### config.mk
export PLATFORM = sky130hd
export DESIGN_NAME = extbus_cs_seq
export DESIGN_NICKNAME = d
export VERILOG_FILES = /design/src/rtl/ebcs_pkg.sv /design/src/rtl/ebcs_ctrl.sv /design/src/rtl/ebcs_datapath.sv /design/src/rtl/extbus_cs_seq.sv
export SDC_FILE = /design/constraint.sdc
export NUM_CORES = 1
export LEC_CHECK = 0
export BUFFER_PORTS_ARGS = -buffer_cell sky130_fd_sc_hd__buf_2
export CORE_MARGIN = 2
export CORE_UTILIZATION = 46
export DETAILED_ROUTE_END_ITERATION = 12
export GPL_TIMING_DRIVEN = 0
export PLACE_DENSITY = 0.87
export RECOVER_POWER = 100
export SYNTH_ARGS = -nofsm -noshare
export SYNTH_HDL_FRONTEND = slang
export SYNTH_SLANG_ARGS = --single-unit
### constraint.sdc
create_clock -name clk -period 1.5 [get_ports clk]
set_input_delay 0.075 -clock clk [delete_from_list [all_inputs] [get_ports clk]]
set_output_delay 0.075 -clock clk [all_outputs]
set_load 0.02 [all_outputs]
### src/rtl/ebcs_pkg.sv
package ebcs_pkg;

  typedef enum logic [1:0] {
    KIND_NONE   = 2'b00,
    KIND_INT    = 2'b01,
    KIND_EXT_RD = 2'b10,
    KIND_EXT_WR = 2'b11
  } reqKind_e;

  typedef enum logic [1:0] {
    CS_HOLD   = 2'b00,
    CS_CLEAR  = 2'b01,
    CS_SELECT = 2'b10
  } csAct_e;

  // strobes from control to datapath, one set per bus cycle
  typedef struct packed {
    logic   addrLoad;
    csAct_e csAct;
    logic   rdSet;
    logic   wrSet;
  } ctrlStrobes_t;

endpackage

### src/rtl/ebcs_ctrl.sv
module ebcs_ctrl
  import ebcs_pkg::*;
#(
  parameter int ADDR_W = 24,
  parameter int NUM_CS = 4
) (
  input  logic                       clk,
  input  logic                       rst,
  input  logic                       reqValid,
  input  logic [1:0]                 reqKind,
  input  logic [ADDR_W-1:0]          reqAddr,
  output ctrlStrobes_t               strobes,
  output logic [$clog2(NUM_CS)-1:0]  spaceSel
);
  localparam int SEL_W = $clog2(NUM_CS);

  reqKind_e   kindEff;
  logic [SEL_W-1:0] spaceNow;
  logic       lastValid;
  logic [SEL_W-1:0] lastSpace;
  logic       lastValidNext;
  logic [SEL_W-1:0] lastSpaceNext;

  assign kindEff  = reqValid ? reqKind_e'(reqKind) : KIND_NONE;
  assign spaceNow = reqAddr[ADDR_W-1 -: SEL_W];
  assign spaceSel = spaceNow;

  always_comb begin
    strobes       = '{addrLoad: 1'b0, csAct: CS_HOLD, rdSet: 1'b0, wrSet: 1'b0};
    lastValidNext = lastValid;
    lastSpaceNext = lastSpace;
    unique case (kindEff)
      KIND_NONE: ;
      KIND_INT: begin
        strobes.csAct = CS_CLEAR;
        lastValidNext = 1'b0;
      end
      KIND_EXT_RD, KIND_EXT_WR: begin
        strobes.addrLoad = 1'b1;
        strobes.rdSet    = (kindEff == KIND_EXT_RD);
        strobes.wrSet    = (kindEff == KIND_EXT_WR);
        if (lastValid && (lastSpace == spaceNow)) strobes.csAct = CS_HOLD;
        else                                      strobes.csAct = CS_SELECT;
        lastValidNext = 1'b1;
        lastSpaceNext = spaceNow;
      end
      default: ;
    endcase
  end

  always_ff @(posedge clk) begin
    if (rst) begin
      lastValid <= 1'b0;
      lastSpace <= '0;
    end else begin
      lastValid <= lastValidNext;
      lastSpace <= lastSpaceNext;
    end
  end

endmodule

### src/rtl/ebcs_datapath.sv
module ebcs_datapath
  import ebcs_pkg::*;
#(
  parameter int ADDR_W = 24,
  parameter int NUM_CS = 4
) (
  input  logic                       clk,
  input  logic                       rst,
  input  ctrlStrobes_t               strobes,
  input  logic [$clog2(NUM_CS)-1:0]  spaceSel,
  input  logic [ADDR_W-1:0]          reqAddr,
  output logic [ADDR_W-1:0]          busAddr,
  output logic [NUM_CS-1:0]          csN,
  output logic                       rdStrobe,
  output logic                       wrStrobe
);
  localparam int SEL_W = $clog2(NUM_CS);

  always_ff @(posedge clk) begin
    if (rst) begin
      busAddr  <= '0;
      rdStrobe <= 1'b0;
      wrStrobe <= 1'b0;
    end else begin
      if (strobes.addrLoad) busAddr <= reqAddr;
      rdStrobe <= strobes.rdSet;
      wrStrobe <= strobes.wrSet;
    end
  end

  // one flop per chip-select line, each deciding on its own
  for (genvar g = 0; g < NUM_CS; g++) begin : gCsLine
    always_ff @(posedge clk) begin
      if (rst) begin
        csN[g] <= 1'b1;
      end else begin
        unique case (strobes.csAct)
          CS_CLEAR:  csN[g] <= 1'b1;
          CS_SELECT: csN[g] <= (spaceSel != SEL_W'(g));
          default:   csN[g] <= csN[g];
        endcase
      end
    end
  end

endmodule

### src/rtl/extbus_cs_seq.sv
module extbus_cs_seq
  import ebcs_pkg::*;
#(
  parameter int ADDR_W = 24,
  parameter int NUM_CS = 4
) (
  input  logic              clk,
  input  logic              rst,
  input  logic              reqValid,
  input  logic [1:0]        reqKind,
  input  logic [ADDR_W-1:0] reqAddr,
  output logic [ADDR_W-1:0] busAddr,
  output logic [NUM_CS-1:0] csN,
  output logic              rdStrobe,
  output logic              wrStrobe
);
  localparam int SEL_W = $clog2(NUM_CS);

  ctrlStrobes_t     strobes;
  logic [SEL_W-1:0] spaceSel;

  ebcs_ctrl #(.ADDR_W(ADDR_W), .NUM_CS(NUM_CS)) uCtrl (
    .clk(clk), .rst(rst), .reqValid(reqValid), .reqKind(reqKind),
    .reqAddr(reqAddr), .strobes(strobes), .spaceSel(spaceSel)
  );

  ebcs_datapath #(.ADDR_W(ADDR_W), .NUM_CS(NUM_CS)) uData (
    .clk(clk), .rst(rst), .strobes(strobes), .spaceSel(spaceSel),
    .reqAddr(reqAddr), .busAddr(busAddr), .csN(csN),
    .rdStrobe(rdStrobe), .wrStrobe(wrStrobe)
  );

endmodule

==> metrics.cfg <==
[floorplan]
die_y_um = 53.3
initial_core_util_pct = 49.6
placeableCoreArea_mm2 = 0.00225
io_pins = 59
design.die.area_mm2 = 0.00284
die_width_um = 53.3
fp-row-count = 17

[sta]
finalSetupViolCount = 0
max_freq_ghz = 0.896
rsz0062_at_grt = no
maxSlewHeadroom_pct = 68.9
layout_min_cycle_time_ps = 1120
hold_violations = 0
timing.setup.tns_ps = 0
skew_ps = 0.579
timing.final.crit_share_pct = 74.4
worstMarginPinSlew_ps = 466
report.final.slew_viol_count = 0
pnr_worst_setup_slack_ps = 385

[grt]
grt_max_degree = 11
grt_pass1_vias = 1201
grtUsageTotal_pct = 24.9
grt_first_pass_wirelength_um = 4950
gr-total-overflow = 0
initial_antenna_violation_count = 0

[yosys]
seq_area_frac_synth_pct = 55.5
netlist.top_cell.by_area = sky130_fd_sc_hd__dfxtp_1
post_synth_instance_area_mm2 = 0.00112
yosysTopAreaCellShare_pct = 55.5
synth.area.top_cells = sky130_fd_sc_hd__dfxtp_1 (55%), sky130_fd_sc_hd__nand2_1 (16%), sky130_fd_sc_hd__a21oi_1 (11%), sky130_fd_sc_hd__nor2_1 (2.0%), sky130_fd_sc_hd__a32oi_1 (1.6%)
postSynthRegisterBits = 31
warnings_from_yosys = 0
postSynthCellCount = 138
yosys.cell_types.count = 19
syn_area_per_cell_um2 = 8.11
synth_nets = 167

[layout]
drive_gt1_share_pct = 15.1
nNetsFinal = 253
num_antenna_cells = 0
mostFrequentLayoutCells = sky130_fd_sc_hd__nand2_1 (49), sky130_fd_sc_hd__clkbuf_1 (40), sky130_fd_sc_hd__dfxtp_1 (31), sky130_fd_sc_hd__buf_2 (26), sky130_fd_sc_hd__a21oi_1 (25)
mostFrequentLayoutCell = sky130_fd_sc_hd__nand2_1
layout_cell_area_excl_fill_mm2 = 0.00166
finish.cell_count_without_fillers = 253
syn_to_final_growth_pct = 48.5
filler_cell_count = 203

[job]
cap_violations = 0

[drt]
detail_route.drc_violations = 0
vias_per_cell = 4.98
route.vias.total = 1260
initialDrtViolationCount = 22
wire_per_inst_um = 12.6
route.final.wire_length_um = 3180
ant_nets = 0
detail_route.first_pass.iterations = 4

[place]
placement.io_buffers = 58
place_area_mm2 = 0.00144
placed_cells_incl_taps = 224
place.detailed.hpwl_um = 2040
place_worst_setup_slack_ps = 399
gp_routability_congestion = 0.878

[worst_setup_path]
cp_top_family = compound AO/OA/AOI/OAI gates
worst_path_arrival_time_ps = 1310
crit_chain = xnor2_1 -> a311oi_1 -> a22oi_1
worstSetupEndpointType = register
worst-endpoint-required_ps = 1690
worstSetupStartpointType = register
slowest_delay_ps = 410
timing.setup.critical_path_class = reg2reg
critPathSlowestCell = sky130_fd_sc_hd__dfxtp_1
critical_path.n_buffers_inverters = 0
timing.critical_path.fanout_max = 5

[clock_network]
htree_levels = 2
numCtsBuffers = 5
cts_post_setup_buffers_inserted = 0
clock_sinks = 31
master_cell_of_the_clock_root_buffer = sky130_fd_sc_hd__clkbuf_4
max-clock-path-buffers = 2
cts.reportedPaths.clkPinSlew_ps = 90
clk-insertion-delay-late_ps = 310
cts_tree = done

[power_and_ir_drop]
power_leakage_nw = 0.666
vdd_drop_max_mv = 0.774
fin_total_pwr_mw = 1.57
p_per_area_mw_per_mm2 = 944

[worst_hold_path]
hold_path_class = in2reg

[outcome]
result_of_the_run = complete, no violations

synth_stat cells:
library cell and number:
sky130_fd_sc_hd__nand2_1 49, sky130_fd_sc_hd__dfxtp_1 31, sky130_fd_sc_hd__a21oi_1 25, sky130_fd_sc_hd__nor2_1 6, sky130_fd_sc_hd__clkbuf_1 4, sky130_fd_sc_hd__inv_1 4
sky130_fd_sc_hd__a22oi_1 2, sky130_fd_sc_hd__a31oi_1 2, sky130_fd_sc_hd__a32oi_1 2, sky130_fd_sc_hd__buf_2 2, sky130_fd_sc_hd__buf_4 2, sky130_fd_sc_hd__xnor2_1 2
sky130_fd_sc_hd__a311oi_1 1, sky130_fd_sc_hd__a41o_1 1, sky130_fd_sc_hd__and2_1 1, sky130_fd_sc_hd__and3_1 1, sky130_fd_sc_hd__nand3_1 1, sky130_fd_sc_hd__nand3b_1 1
sky130_fd_sc_hd__o21ai_0 1
stage by stage:
step,util (%),hold slack (ps)
after floorplan,-,147
after global placement,64.0,284
after detailed placement,64.0,286
after CTS,75.1,0.481
after global routing,73.7,3.48
final,73.7,2.33
registers in the layout (all words and copies together), names as in the netlist:
signal and cells:
uData.busAddr 23, uData.csN 4, uCtrl.lastSpace 1, uCtrl.lastValid 1
uData.rdStrobe 1, uData.wrStrobe 1
repair_timing:
item                       in CTS  in global routing
hold endpoints to repair       20                  1
hold buffers                   20                  1
setup endpoints to repair       0                  0
gates resized for setup         0                  0
final timing paths:
kind,from,endpoint,slack [ps],cells past startpoint
hold reg to reg,uData.busAddr[15]$_SDFFE_PP0N_,uData.busAddr[15]$_SDFFE_PP0N_,460,2
hold / removal,reqAddr[6],uData.busAddr[6]$_SDFFE_PP0N_,2,3
setup / recovery,uData.busAddr[22]$_SDFFE_PP0N_,uData.csN[0]$_SDFFE_PP1P_,380,3
setup reg to reg,uData.busAddr[22]$_SDFFE_PP0N_,uData.csN[0]$_SDFFE_PP1P_,380,3
layout make-up:
type / instances / area [um2] / area share [%]
Multi-Input combinational cell: 95 / 443 / 26.7
Buffer: 8 / 38.8 / 2.33
Tap cell: 28 / 35.0 / 2.11
Inverter: 4 / 15.0 / 0.904
Timing Repair Buffer: 79 / 459 / 27.6
Clock buffer: 7 / 45.0 / 2.71
Clock inverter: 1 / 5.00 / 0.301
Sequential cell: 31 / 621 / 37.3
metal layers:
metal	GRT usage (%)	vias to the layer above	wire length, um
met2	45.9	49	1730
li1	-	630	-
met1	24.5	575	1220
met3	9.04	6	196
met4	10.7	0	37
met5	0	-	0
report_power, final:
part	total, mW	switching (mW)	internal (mW)	leakage (nW)
registers	0.880	0.0218	0.858	0.253
clock network	0.434	0.251	0.182	0.0293
logic	0.255	0.145	0.110	0.384
worst min-delay path: stages:
cell and delay [ps]:
sky130_fd_sc_hd__buf_2 100, sky130_fd_sc_hd__nand2_1 50, sky130_fd_sc_hd__a21oi_1 50
cell families after synthesis:
kind of cell / after synthesis / share of synthesized area [%]
AND/OR/NAND/NOR: 59 / 20.7
AO/OA/AOI/OAI: 34 / 17.3
flip-flops: 31 / 55.5
buffers and inverters: 12 / 4.92
XOR/XNOR: 2 / 1.57
Note: power is estimated with default switching activity, not from simulation.
